[src/rtl/afifo_pkg.sv]
`timescale 1ns/1ps
package afifo_pkg;
    localparam int OP_FLUSH  = 0;
    localparam int OP_RUN    = 1;
    localparam int IRQ_W     = 16;
    localparam int IRQ_OFLOW = 2;
    localparam int IRQ_UFLOW = 3;
    localparam int IRQ_FULL  = 6;
    localparam int IRQ_EMPTY = 7;
    localparam int IRQ_RXWM  = 8;
    localparam int IRQ_TXWM  = 9;
endpackage

[src/rtl/afifo_store.sv]
`timescale 1ns/1ps
module afifo_store #(
    parameter int DATA_W = 32,
    parameter int DEPTH  = 32,
    parameter int AW     = 5
) (
    input  logic              clk,
    input  logic              wr_en,
    input  logic [AW-1:0]     wr_addr,
    input  logic [DATA_W-1:0] wr_data,
    input  logic [AW-1:0]     rd_addr,
    output logic [DATA_W-1:0] rd_word
);
    logic [DATA_W-1:0] mem_q [DEPTH];

    always_ff @(posedge clk) begin
        if (wr_en) mem_q[wr_addr] <= wr_data;
    end

    assign rd_word = mem_q[rd_addr];
endmodule

[src/rtl/afifo_irq.sv]
`timescale 1ns/1ps
module afifo_irq #(
    parameter int IRQ_W = 16
) (
    input  logic             clk,
    input  logic             rst_n,
    input  logic [IRQ_W-1:0] set_mask,
    input  logic             clr_we,
    input  logic [IRQ_W-1:0] clr_mask,
    output logic [IRQ_W-1:0] status
);
    logic [IRQ_W-1:0] stat_d, stat_q;

    always_comb begin
        stat_d = stat_q;
        if (clr_we) stat_d = stat_d & ~clr_mask;
        stat_d = stat_d | set_mask;
    end

    always_ff @(posedge clk or negedge rst_n) begin
        if (!rst_n) stat_q <= '0;
        else        stat_q <= stat_d;
    end

    assign status = stat_q;

    AST_STICKY_HOLD: assert property (@(posedge clk) disable iff (!rst_n)
        !clr_we |=> ((stat_q & $past(stat_q)) == $past(stat_q)));
    AST_CLEAR_TAKES: assert property (@(posedge clk) disable iff (!rst_n)
        (clr_we && set_mask == '0) |=> ((stat_q & $past(clr_mask)) == '0));
endmodule

[src/rtl/audio_wm_fifo.sv]
`timescale 1ns/1ps
module audio_wm_fifo
    import afifo_pkg::*;
#(
    parameter int DATA_W = 32,
    parameter int DEPTH  = 32,
    parameter int LVL_W  = 7,
    parameter int IS_RX  = 1
) (
    input  logic              clk,
    input  logic              rst_n,
    input  logic              op_we,
    input  logic [1:0]        op_wdata,
    input  logic              thr_we,
    input  logic [LVL_W-1:0]  thr_wdata,
    input  logic              push,
    input  logic [DATA_W-1:0] push_data,
    input  logic              pop,
    output logic [DATA_W-1:0] pop_data,
    output logic [LVL_W-1:0]  level,
    output logic              full,
    output logic              empty,
    output logic              req,
    input  logic              irq_clr_we,
    input  logic [IRQ_W-1:0]  irq_clr_data,
    output logic [IRQ_W-1:0]  irq_status
);
    localparam int AW      = $clog2(DEPTH);
    localparam int WM_BIT  = (IS_RX != 0) ? IRQ_RXWM : IRQ_TXWM;

    typedef struct packed {
        logic [AW-1:0]     wptr;
        logic [AW-1:0]     rptr;
        logic [LVL_W-1:0]  cnt;
        logic [1:0]        op;
        logic [LVL_W-1:0]  thr;
        logic [DATA_W-1:0] rdat;
    } st_t;

    st_t s_d, s_q;

    logic              run, is_full, is_empty, wm_hit;
    logic              do_push, do_pop, ufl, ofl;
    logic [DATA_W-1:0] head_word;
    logic [IRQ_W-1:0]  set_mask;

    function automatic logic [AW-1:0] ptr_inc(input logic [AW-1:0] p);
        return (p == AW'(DEPTH - 1)) ? '0 : p + 1'b1;
    endfunction

    assign run      = s_q.op[OP_RUN] && !s_q.op[OP_FLUSH];
    assign is_full  = (s_q.cnt == LVL_W'(DEPTH));
    assign is_empty = (s_q.cnt == '0);
    assign do_pop   = run && pop && !is_empty;
    assign ufl      = run && pop && is_empty;
    assign do_push  = run && push && (!is_full || do_pop);
    assign ofl      = run && push && is_full && !do_pop;

    generate
        if (IS_RX != 0) begin : g_rx_wm
            assign wm_hit = (s_q.cnt >= s_q.thr);
        end else begin : g_tx_wm
            assign wm_hit = (s_q.cnt <= s_q.thr);
        end
    endgenerate

    afifo_store #(.DATA_W(DATA_W), .DEPTH(DEPTH), .AW(AW)) u_store (
        .clk     (clk),
        .wr_en   (do_push),
        .wr_addr (s_q.wptr),
        .wr_data (push_data),
        .rd_addr (s_q.rptr),
        .rd_word (head_word)
    );

    always_comb begin
        s_d = s_q;
        if (do_push) s_d.wptr = ptr_inc(s_q.wptr);
        if (do_pop) begin
            s_d.rptr = ptr_inc(s_q.rptr);
            s_d.rdat = head_word;
        end else if (ufl) begin
            s_d.rdat = '0;
        end
        case ({do_push, do_pop})
            2'b10:   s_d.cnt = s_q.cnt + 1'b1;
            2'b01:   s_d.cnt = s_q.cnt - 1'b1;
            default: s_d.cnt = s_q.cnt;
        endcase
        if (s_q.op[OP_FLUSH]) begin
            s_d.wptr = '0;
            s_d.rptr = '0;
            s_d.cnt  = '0;
        end
        if (op_we)  s_d.op  = op_wdata;
        if (thr_we) s_d.thr = thr_wdata;
    end

    always_ff @(posedge clk or negedge rst_n) begin
        if (!rst_n) begin
            s_q      <= '0;
            s_q.thr  <= LVL_W'(DEPTH / 2);
        end else begin
            s_q <= s_d;
        end
    end

    always_comb begin
        set_mask            = '0;
        set_mask[IRQ_OFLOW] = ofl;
        set_mask[IRQ_UFLOW] = ufl;
        set_mask[IRQ_FULL]  = run && is_full;
        set_mask[IRQ_EMPTY] = run && is_empty;
        set_mask[WM_BIT]    = run && wm_hit;
    end

    afifo_irq #(.IRQ_W(IRQ_W)) u_irq (
        .clk      (clk),
        .rst_n    (rst_n),
        .set_mask (set_mask),
        .clr_we   (irq_clr_we),
        .clr_mask (irq_clr_data),
        .status   (irq_status)
    );

    assign pop_data = s_q.rdat;
    assign level    = s_q.cnt;
    assign full     = is_full;
    assign empty    = is_empty;
    assign req      = run && wm_hit;

    AST_LEVEL_BOUND: assert property (@(posedge clk) disable iff (!rst_n)
        level <= LVL_W'(DEPTH));
    AST_FLAG_EXCL: assert property (@(posedge clk) disable iff (!rst_n)
        !(full && empty));
    AST_FLUSH_EMPTIES: assert property (@(posedge clk) disable iff (!rst_n)
        s_q.op[OP_FLUSH] |=> (level == '0));
    AST_STOP_HOLDS: assert property (@(posedge clk) disable iff (!rst_n)
        (s_q.op == 2'b00) |=> ($stable(level) && $stable(pop_data)));
    AST_OFLOW_DROP: assert property (@(posedge clk) disable iff (!rst_n)
        (run && push && full && !pop) |=> (irq_status[IRQ_OFLOW] && level == LVL_W'(DEPTH)));
    AST_UFLOW_ZERO: assert property (@(posedge clk) disable iff (!rst_n)
        (run && pop && empty) |=> (pop_data == '0 && irq_status[IRQ_UFLOW]));
    AST_FULL_PAIR: assert property (@(posedge clk) disable iff (!rst_n)
        (run && push && pop && full) |=> (level == LVL_W'(DEPTH)));
    AST_REQ_FLAGS: assert property (@(posedge clk) disable iff (!rst_n)
        req |=> irq_status[WM_BIT]);
endmodule

[config.mk]
export PLATFORM = sky130hd
export DESIGN_NAME = audio_wm_fifo
export DESIGN_NICKNAME = d
export VERILOG_FILES = /design/src/rtl/afifo_pkg.sv /design/src/rtl/afifo_store.sv /design/src/rtl/afifo_irq.sv /design/src/rtl/audio_wm_fifo.sv
export SDC_FILE = /design/constraint.sdc
export NUM_CORES = 1
export LEC_CHECK = 0
export CAP_MARGIN = 20
export CORE_ASPECT_RATIO = 1.1
export CORE_MARGIN = 5
export CORE_UTILIZATION = 34
export CTS_CLUSTER_DIAMETER = 100
export DETAILED_ROUTE_END_ITERATION = 12
export PLACE_DENSITY = 0.56
export SYNTH_ARGS = -nofsm -noshare
export SYNTH_HDL_FRONTEND = slang
export SYNTH_SLANG_ARGS = --single-unit
export TNS_END_PERCENT = 20
[constraint.sdc]
create_clock -name clk -period 7.1 [get_ports clk]
set_clock_uncertainty 0.05 [all_clocks]
set_input_delay 2.13 -clock clk [delete_from_list [all_inputs] [get_ports clk]]
set_output_delay 2.13 -clock clk [all_outputs]
set_load 0.01 [all_outputs]
==> summary.txt, run 1 <==
Run status
  • Status: finished, final reports clean

Critical path
  • Worst setup path start: s_q[39]$_DFFE_PN0P_
  • Delay of the slowest critical-path stage: just over 0.7 ns
  • CP max-delay cell: dfrtp_1
  • Crit Path Max Fanout: 25
  • Startpoint types: flip-flop
  • Kind of critical path: flip-flop to primary output
  • R2r worst-path depth: 5
  • Crit path max-delay family: flip-flops
  • Arr. time, crit path: 3.10 ns
  • R2R Path End: u_store.mem_q[6][18]$_DFFE_PP_
  • Critical path depth: 5
  • Worst Path Required: a little under 5 ns
  • Reg2reg start: s_q[39]$_DFFE_PN0P_
  • WP buf/inv: 1
  • CP cell instances: nor2b_1, o21a_1, nand3_1, o21ai_0, clkdlybuf4s50_1
  • Setup slack, reg-to-reg: 2.69 ns
  • Crit. End Element: primary output
  • CP Capture Point: req

Synth
  • Top cells by area, synth: edfxtp_1 72%, mux4_2 15%, dfrtp_1 4.3%, nand2_1 1.1%, a21oi_1 0.92%
  • Synthesized flop and latch total: 1,098
  • Post-synthesis sequential area ratio: 0.762
  • Yosys cell types: 50
  • Post-Syn Instances: around 2.0k
  • Post-synth EDFFs: 1,024
  • Synth area leader: edfxtp_1
  • Synth top area share: 0.719
  • Net Count, Synth: 2,127
  • Synth warn: 0
  • Ys flop type: edfxtp_1
  • Avg Cell Area, Syn: 20.9 um^2
  • Post-synth ARST share: 0.0674
  • Mapped cell area: between 40,000 and 50,000 um^2

Place
  • Place WS: 1.24 ns
  • Placed cell count: 3,717
  • HPWL after DPL: between 60,000 and 70,000 um
  • Port Buffer Count: 121
  • GP Congestion: 0.826

Clock tree
  • Postcts setup bufs: 0
  • CTS tree: built
  • Deepest clock path buffer count: 3
  • Gates resized, CTS repair: 0
  • Clock root cell: clkbuf_16
  • Num CTS Buffers: 110
  • Num Clock Sinks: 1,098
  • Clock latency on the worst-skew pair: between 0.6 and 0.7 ns
  • Reg clk slew, reported paths: 0.06 ns
  • CTS Hold Bufs: 0
  • Htree depth: 3

Global route
  • Total GRT Usage: 0.153
  • Initial antenna violation count: 7
  • GRT met1 Usage: 0.224
  • GR Overflow Total: 0
  • Busiest grt layer: met2
  • Global-route wire length before repair: 150,000 um
  • Largest net degree at the start of global routing: 133
  • Vias in the first global route: 21.0k
  • Grt met3 use: 0.0328
  • Met2 usage in global routing: 0.237

Floorplan
  • Core area: 125,000 um^2
  • Io pins: 122
  • # rows: 136
  • Die area: 133,000 um^2
  • Die height: 382 um
  • Die X: about 350 um
  • Initial Util: 0.342

Layout
  • Nets: 2,265
  • Final Instance Count excl. Fillers: around 3.9k
  • Post-layout util: 0.398
  • Share of layout cells above drive strength 1: 0.247
  • P&R area growth vs syn: 16.5%

Timing
  • Minimum clock period: 5.28 ns
  • Max Freq: 0.190 GHz
  • Setup_tns: 0 ns
  • Final setup vio count: 0
  • Slew @ Worst Pin: 1.16 ns
  • Slew HR: 0.222
  • Worst setup margin: between 1.5 and 2 ns
  • Unrepaired setup endpoints after global routing: no
  • Final hold vios: 0
  • Period utilisation layout: 0.743
  • Count of final max-slew check failures: 0

Job
  • Max Cap Viol: 0

Detailed routing
  • Mean routed wirelength per cell: 26.4 um
  • Pre-antenna DRT Iters: 6
  • Via count: ~21k
  • ANT nets after route: 0
  • Drt total wl: 104,000 um
  • Via-to-Cell Ratio: 5.27
  • DRT iter0 DRCs: ~2.1k
  • DR DRC count: 0

Pwr
  • Pwr Total: 14.0 mW
  • Power per cell area: 280 nW/um^2
  • Pleak: 15.4 nW
  • Peak supply drop: between 0.2 and 0.25 mV

Min path
  • Hold Crit Class: flip-flop to flip-flop
## placed cells by master, fill, tap and decap left out, drive strengths merged, types with 3 or more instances in the layout
master,count
nand3,66
nor2b,5
nor2,50
clkinv,45
a21o,3
edfxtp,1024
or4,4
ha,16
dfrtp,73
and3,5
nor3,5
bufinv,15
a21boi,11
nand3b,5
a211oi,32
a22oi,32
clkbuf,142
buf,71
nand2,125
o21ai,13
mux4,286
inv,15
nand4,3
clkdlybuf4s50,106
mux2,7
a21oi,79
or3,6
a31oi,3
mux2i,6
## metrics by stage
stage                     hold WS (ns)  instance area (um^2)
after floorplan                  0.428                 42800
after global placement           0.412                 45800
after detailed placement         0.415                 45800
after CTS                        0.428                 49500
after global routing             0.443                 49800
final                            0.428                 49800
## worst min-delay path by stage
stage                               from                         to  slack (ns)  cells past startpoint
2_1_floorplan        s_q[36]$_DFFE_PN1P_        s_q[36]$_DFFE_PN1P_        0.43                      2
3_3_place_gp   u_irq.status[2]$_DFF_PN0_  u_irq.status[2]$_DFF_PN0_        0.41                      2
3_5_place_dp   u_irq.status[2]$_DFF_PN0_  u_irq.status[2]$_DFF_PN0_        0.42                      2
4_1_cts        u_irq.status[2]$_DFF_PN0_  u_irq.status[2]$_DFF_PN0_        0.43                      2
5_1_grt        u_irq.status[2]$_DFF_PN0_  u_irq.status[2]$_DFF_PN0_        0.44                      2
6_report       u_irq.status[2]$_DFF_PN0_  u_irq.status[2]$_DFF_PN0_        0.43                      2
## layer usage
metal	share of wire	routed length [um]
met4	0.019	2030
met1	0.44	45200
met5	0.00044	46
met3	0.079	8180
met2	0.47	48500
## worst reg2reg max path: stages (launching register included)
cell and delay [ns]:
dfrtp_1 0.71, nor2b_1 0.60, nand2_1 0.17, a21oi_1 0.61, nand2_1 0.76, nor2_4 1.11
## layout make-up
type	count	area (um^2)
multi-input combinational	786	9530
fill	10980	75200
antenna	2	5.00
sequential	1098	32600
tap	1656	2070
clock buffer	142	2950
clock inverter	65	795
inverter	12	45.0
timing repair buffer	177	1820
## cells in the mapped netlist (16+ instances only)
cell type,number
a22oi_1,32
buf_4,46
buf_2,27
edfxtp_1,1024
nand2_1,125
dfrtp_1,73
nand3_1,66
ha_1,16
a21oi_1,79
mux4_2,286
clkbuf_1,57
nor2_1,50
a211oi_1,32
## logic make-up after synthesis
| group | after synthesis | share of synthesized area |
|---|---|---|
| AOI/OAI and AO/OA | 188 | 0.0284 |
| xor gates and xnor gates | 2 | 0.000410 |
| adders and majority gates | 16 | 0.00468 |
| buffers and inverters | 163 | 0.0212 |
| DFF | 1098 | 0.762 |
| muxes | 299 | 0.154 |
| and+or+nand+nor | 281 | 0.0295 |
## power by group
part           switching (mW)  leakage [nW]  internal [mW]
Combinational           0.441          3.35          0.352
Sequential             0.0973          10.2           7.15
Clock                    2.44          1.82           3.49
Total                    2.98          15.4           11.0
## flip-flops by register name, summed over array words and instances (netlist names)
signal / cells
u_store.mem_q: 1024
pop_data: 32
s_q: 19
u_irq.status: 16
level: 7
Note: power is estimated with default switching activity, not from simulation.
==> inputs of run 2 (changes only) <==
- PLACE_DENSITY: 0.56 -> 0.58
- clock period: 7.1 -> 4.7 ns (I/O delays scaled with it)
==> summary.txt, run 2 (synthesized netlist as in run 1, its figures left out) <==
Pwr
  • Power per cell area: 417 nW/um^2 (+49%)
  • Internal: 16.4 mW (+49%)
  • Pwr Total: 20.9 mW (+50%)
  • Clk network pwr share: 0.421 (-0.004)
  • Pleak: 15.6 nW (+1.3%)
  • Switch Pwr: 4.51 mW (+51%)
  • Sw frac: 0.215 (+0.00188)
  • Flop pwr share: 0.523 (+0.004)
  • Comb pwr share: 0.056 (about the same)
  • Peak supply drop: 0.268 mV (+21%)

Floorplan
  • Die area: 133,000 um^2 (unchanged)
  • Die X: 348 um (unchanged)
  • Io pins: 122 (unchanged)
  • Initial Util: 0.342 (unchanged)
  • # rows: 136 (unchanged)
  • Die height: 382 um (unchanged)
  • Core area: 125,000 um^2 (unchanged)

Clock tree
  • Deepest clock path buffer count: 3 (unchanged)
  • Postcts setup bufs: 0 (unchanged)
  • Gates resized, CTS repair: 0 (unchanged)
  • Clock root cell: clkbuf_16
  • Num CTS Buffers: 110 (unchanged)
  • Clock latency on the worst-skew pair: 0.69 ns (about the same)
  • Num Clock Sinks: 1,098 (unchanged)
  • Reg clk slew, reported paths: 0.06 ns (about the same)
  • CTS Hold Bufs: 0 (unchanged)
  • CTS tree: built
  • Htree depth: 3 (unchanged)

Global route
  • Global-route wire length before repair: 149,000 um (-0.26%)
  • Total GRT Usage: 0.152 (-0.00130)
  • Largest net degree at the start of global routing: 80 (-40%)
  • Vias in the first global route: 21.5k (+2.4%)
  • GR Overflow Total: 0 (unchanged)
  • Initial antenna violation count: 2 (-5)

Detailed routing
  • Via-to-Cell Ratio: 5.24 (-0.65%)
  • DR DRC count: 0 (unchanged)
  • Via count: 20.9k (+0.61%)
  • Drt total wl: 103,000 um (-1.3%)
  • Mean routed wirelength per cell: 25.7 um (-2.5%)
  • ANT nets after route: 0 (unchanged)
  • DRT iter0 DRCs: 2,104 (-0.14%)
  • Pre-antenna DRT Iters: 5 (-1)

Critical path
  • Most numerous cell on the critical path: a21o_1
  • Kind of critical path: flip-flop to primary output
  • Delay of the slowest critical-path stage: 0.50 ns (-0.21 ns)
  • Crit path max-delay family: compound AO/OA/AOI/OAI gates
  • CP cell instances: inv_1, ha_1, nand2b_1, a21o_1, a21o_1, a21oi_1, o21ai_0, clkdlybuf4s50_1
  • WP buf/inv: 2 (+1)
  • Crit Path Max Fanout: 9 (-64%)
  • Worst Path Required: 3.24 ns (-1.68 ns)
  • Crit. End Element: primary output
  • CP max-delay cell: dfrtp_1
  • Setup slack, reg-to-reg: 1.24 ns (-1.45 ns)
  • Startpoint types: flip-flop
  • Arr. time, crit path: 2.88 ns (-0.22 ns)

Timing
  • Count of final max-slew check failures: 0 (unchanged)
  • Final setup vio count: 0 (unchanged)
  • Slew @ Worst Pin: 0.980 ns (-0.185 ns)
  • Setup_tns: 0 ns (unchanged)
  • Final hold vios: 0 (unchanged)
  • WHS: 0.435 ns (+0.00764 ns)
  • Slew HR: 0.347 (+0.125)
  • Max Freq: between 0.2 and 0.25 GHz
  • Minimum clock period: 4.34 ns
  • Period utilisation layout: 0.923
  • Unrepaired setup endpoints after global routing: no

Job
  • Max Cap Viol: 0 (unchanged)

Run status
  • Status: finished, final reports clean

Layout
  • Most frequent cells in the layout: 1,024 x edfxtp_1, 286 x mux4_2, 125 x nand2_1
  • Multi-input logic area: 9530 um^2 (unchanged)
  • Number of flip-flops in the largest register: 1,024 (unchanged)
  • Fillers: 11.0k (+0.046%)
  • Biggest register: u_store.mem_q
  • P&R area growth vs syn: 17.4%
  • Share of layout cells above drive strength 1: 0.264 (+0.0172)
  • Nets: 2,316 (+2.3%)
  • Leading cell type in the layout, fill and taps excluded: edfxtp_1
  • Sequential Area: 32,600 um^2 (unchanged)
  • Antenna cells: 0 (-2)

Place
  • GP Congestion: 0.786 (-4.8%)
  • HPWL after DPL: 63,300 um (-1.7%)
  • Port Buffer Count: 121 (unchanged)

Min path
  • Hold Crit Class: flip-flop to flip-flop
-- run 2: path summary, 6_finish.rpt --
path,from,endpoint,cells past startpoint
setup / recovery,level[0]$_DFFE_PN0P_,req,8
hold / removal,u_irq.status[2]$_DFF_PN0_,u_irq.status[2]$_DFF_PN0_,2
setup reg to reg,level[0]$_DFFE_PN0P_,level[6]$_DFFE_PN0P_,8
hold reg to reg,u_irq.status[2]$_DFF_PN0_,u_irq.status[2]$_DFF_PN0_,2
max in group asynchronous,rst_n,pop_data[18]$_DFFE_PN0P_,2
min in group asynchronous,rst_n,s_q[39]$_DFFE_PN0P_,1
-- run 2: final cells by class --
type,count,share of cell area
flip-flops and latches,1098,0.649
repair buffers,228,0.0461
multi-input cells,786,0.190
inverters,12,0.000896
clock buffers,140,0.0586
clock inverters,68,0.0143
well taps,1656,0.0412
-- run 2: stage by stage --
step / setup slack, ns / utilization / instances / area (um^2)
3_3_place_gp: 0.448 / 0.372 / 3778 / 46500
2_1_floorplan: 0.645 / - / 2047 / 42800
6_report: 0.364 / 0.402 / 3988 / 50200
4_1_cts: 0.290 / 0.401 / 3986 / 50200
5_1_grt: 0.154 / 0.402 / 3988 / 50200
3_5_place_dp: 0.475 / 0.372 / 3778 / 46500
-- run 2: tightest hold or removal path, cell delays in order, from the launching register on --
cell and delay, ns:
dfrtp_1 0.35, nand2_1 0.06, nand2_1 0.05
-- run 2: power groups by stage --
stage / Combinational (mW) / Sequential [mW] / Clock (mW)
floorplan: 0.708 / 11.1 / 0
global placement: 1.17 / 11.2 / 0
detailed placement: 1.19 / 11.2 / 0
CTS: 1.19 / 11.0 / 9.00
global route: 1.27 / 11.0 / 9.44
finish: 1.17 / 11.0 / 8.80
-- run 2: per-layer routing --
layer / up-vias / global-route usage / part of all wire
li1: 8823 / - / -
met1: 11149 / 0.213 / 0.43
met2: 794 / 0.246 / 0.48
met3: 118 / 0.0296 / 0.072
met4: 0 / 0.0369 / 0.018
met5: - / 0 / 0
==> inputs of run 3 (changes only) <==
- CTS_BUF_LIST: unset -> sky130_fd_sc_hd__clkbuf_8
==> summary.txt, run 3 (synthesized netlist as in run 1, its figures left out) <==
Timing
  • Slew @ Worst Pin: 0.987 ns (+0.00671 ns)
  • Slew HR: 0.342 (-0.00448)
  • Worst setup margin: 0.305 ns (-0.0591 ns)
  • Setup_tns: 0 ns (unchanged)
  • Max Freq: 0.228 GHz (-1.3%)
  • Minimum clock period: 4.39 ns (+0.0591 ns)
  • WHS: 0.433 ns (-0.00224 ns)
  • Final hold vios: 0 (unchanged)
  • Count of final max-slew check failures: 0 (unchanged)
  • Period utilisation layout: 0.935 (+0.0126)
  • Final setup vio count: 0 (unchanged)
  • Unrepaired setup endpoints after global routing: no

Layout
  • P&R area growth vs syn: 16.6%
  • Fillers: 11.1k (+0.79%)
  • Nets: 2,382 (+2.8%)
  • Multi-input logic area: 9530 um^2 (unchanged)
  • Number of flip-flops in the largest register: 1,024 (unchanged)
  • Post-route cell area: 49,900 um^2 (-0.69%)
  • Leading cell type in the layout, fill and taps excluded: edfxtp_1
  • Sequential Area: 32,600 um^2 (about the same)
  • Biggest register: u_store.mem_q
  • Share of layout cells above drive strength 1: 0.275 (+0.0113)
  • Most frequent cells in the layout: 1,024 x edfxtp_1, 286 x mux4_2, 186 x clkbuf_8

Pwr
  • Sw frac: 0.226 (+0.0105)
  • Flop pwr share: 0.552 (+0.029)
  • Pleak: 15.7 nW (+1.0%)
  • Internal: 15.4 mW (-6.4%)
  • Power per cell area: 398 nW/um^2 (-4.5%)
  • Switch Pwr: 4.48 mW (-0.56%)
  • Comb pwr share: 0.059 (+0.003)
  • Clk network pwr share: 0.389 (-0.032)
  • Peak supply drop: 0.266 mV (-0.55%)

Clock tree
  • Reg clk slew, reported paths: 0.06 ns (about the same)
  • Postcts setup bufs: 0 (unchanged)
  • Num Clock Sinks: 1,098 (unchanged)
  • Gates resized, CTS repair: 0 (unchanged)
  • Num CTS Buffers: 176 (+60%)
  • Clock latency on the worst-skew pair: 0.83 ns (+0.14 ns)
  • Deepest clock path buffer count: 3 (unchanged)
  • Clock root cell: clkbuf_8
  • CTS Hold Bufs: 0 (unchanged)
  • CTS tree: built
  • Htree depth: 4 (+1)

Critical path
  • Arr. time, crit path: 2.93 ns (+0.05 ns)
  • Worst Path Required: 3.24 ns (about the same)
  • R2r worst-path depth: 8 (unchanged)
  • R2R Path End: level[6]$_DFFE_PN0P_
  • Crit path max-delay family: compound AO/OA/AOI/OAI gates
  • Kind of critical path: flip-flop to primary output
  • Startpoint types: flip-flop
  • Delay of the slowest critical-path stage: 0.49 ns (about the same)
  • Setup slack, reg-to-reg: 1.27 ns (+0.03 ns)
  • WP buf/inv: 2 (unchanged)
  • Critical path depth: 8 (unchanged)
  • Crit. End Element: primary output
  • Crit Path Max Fanout: 9 (unchanged)
  • CP cell instances: inv_1, ha_1, nand2b_1, a21o_1, a21o_1, a21oi_1, o21ai_0, clkdlybuf4s50_1
  • CP max-delay cell: clkdlybuf4s50_1
  • Most numerous cell on the critical path: a21o_1
  • Reg2reg start: level[3]$_DFFE_PN0P_

Place
  • Placed cell area: 46,500 um^2 (unchanged)
  • Port Buffer Count: 121 (unchanged)
  • HPWL after DPL: 63,300 um (unchanged)
  • Place WS: 0.475 ns (unchanged)
  • GP Congestion: 0.786 (unchanged)

Floorplan
  • Io pins: 122 (unchanged)
  • Initial Util: 0.342 (unchanged)
  • # rows: 136 (unchanged)
  • Die height: 382 um (unchanged)
  • Die X: 348 um (unchanged)
  • Die area: 133,000 um^2 (unchanged)
  • Core area: 125,000 um^2 (unchanged)

Min path
  • Min-delay src: u_irq.status[2]$_DFF_PN0_
  • Hold Crit Depth: 2 (unchanged)
  • Hold Crit Class: flip-flop to flip-flop
  • WHS Endpoint: u_irq.status[2]$_DFF_PN0_

Global route
  • Largest net degree at the start of global routing: 80 (unchanged)
  • Vias in the first global route: 22.0k (+2.5%)
  • Initial antenna violation count: 3 (+1)
  • Global-route wire length before repair: 150,000 um (+0.81%)
  • Total GRT Usage: 0.153 (+0.00158)
  • GR Overflow Total: 0 (unchanged)

Detailed routing
  • Via count: 21.3k (+1.8%)
  • Drt total wl: 103,000 um (+0.57%)
  • DR DRC count: 0 (unchanged)
  • Mean routed wirelength per cell: 25.2 um (-2.0%)
  • DRT iter0 DRCs: 1,928 (-8.4%)
  • Via-to-Cell Ratio: 5.19 (-0.84%)
  • Pre-antenna DRT Iters: 5 (unchanged)
  • ANT nets after route: 0 (unchanged)

Run status
  • Status: finished, final reports clean

Job
  • Max Cap Viol: 0 (unchanged)
==> run 3: cell types whose count changed in the layout (fill, tap and decap cells not counted), sizes merged <==
cell,delta
bufinv,-5
clkinvlp,-11
clkbuf,+46
inv,+61
diode,+1
clkinv,+13
==> run 3: worst register-to-register path, stage by stage (launching register included) <==
cell,delay (ns)
dfrtp_1,0.48
or3_1,0.50
o31ai_2,0.73
xnor2_1,0.15
ha_1,0.27
or4_1,0.48
a21oi_1,0.20
o211ai_1,0.11
mux2_1,0.34
==> run 3: routing by layer <==
layer	up-vias	global-route usage	wire length (um)
li1	8972	-	-
met1	11337	0.209	43700
met2	809	0.247	50200
met3	135	0.0366	7420
met4	0	0.0422	1920
met5	-	0	0
==> run 3: through the flow <==
step                 util  power (mW)  instances
finish              0.399        19.8       4093
global route        0.399        20.6       4093
floorplan               -        11.8       2047
detailed placement  0.372        12.3       3778
CTS                 0.399        20.1       4090
global placement    0.372        12.3       3778
==> run 3: cell type report <==
cell class                      count  share of cell area
Sequential cell                  1098               0.654
Multi-Input combinational cell    786               0.191
Clock buffer                      186              0.0513
Timing Repair Buffer              228              0.0464
Tap cell                         1656              0.0415
Clock inverter                    126              0.0151
Inverter                           12            0.000903
Antenna cell                        1           0.0000501
==> run 3: worst max path at each step <==
stage	start	endpoint	slack, ns
5_1_grt	level[0]$_DFFE_PN0P_	req	0.07
3_3_place_gp	pop	level[6]$_DFFE_PN0P_	0.45
4_1_cts	level[0]$_DFFE_PN0P_	req	0.09
6_report	level[0]$_DFFE_PN0P_	req	0.31
3_5_place_dp	pop	level[6]$_DFFE_PN0P_	0.48
2_1_floorplan	pop	u_store.mem_q[30][0]$_DFFE_PP_	0.64
==> run 3: power by group through the flow <==
stage                     Sequential, mW  Clock, mW  Combinational, mW
after CTS                           11.0       7.95               1.19
after floorplan                     11.1          0              0.708
after detailed placement            11.2          0               1.19
after global placement              11.2          0               1.17
final                               11.0       7.72               1.17
after global routing                11.0       8.41               1.27
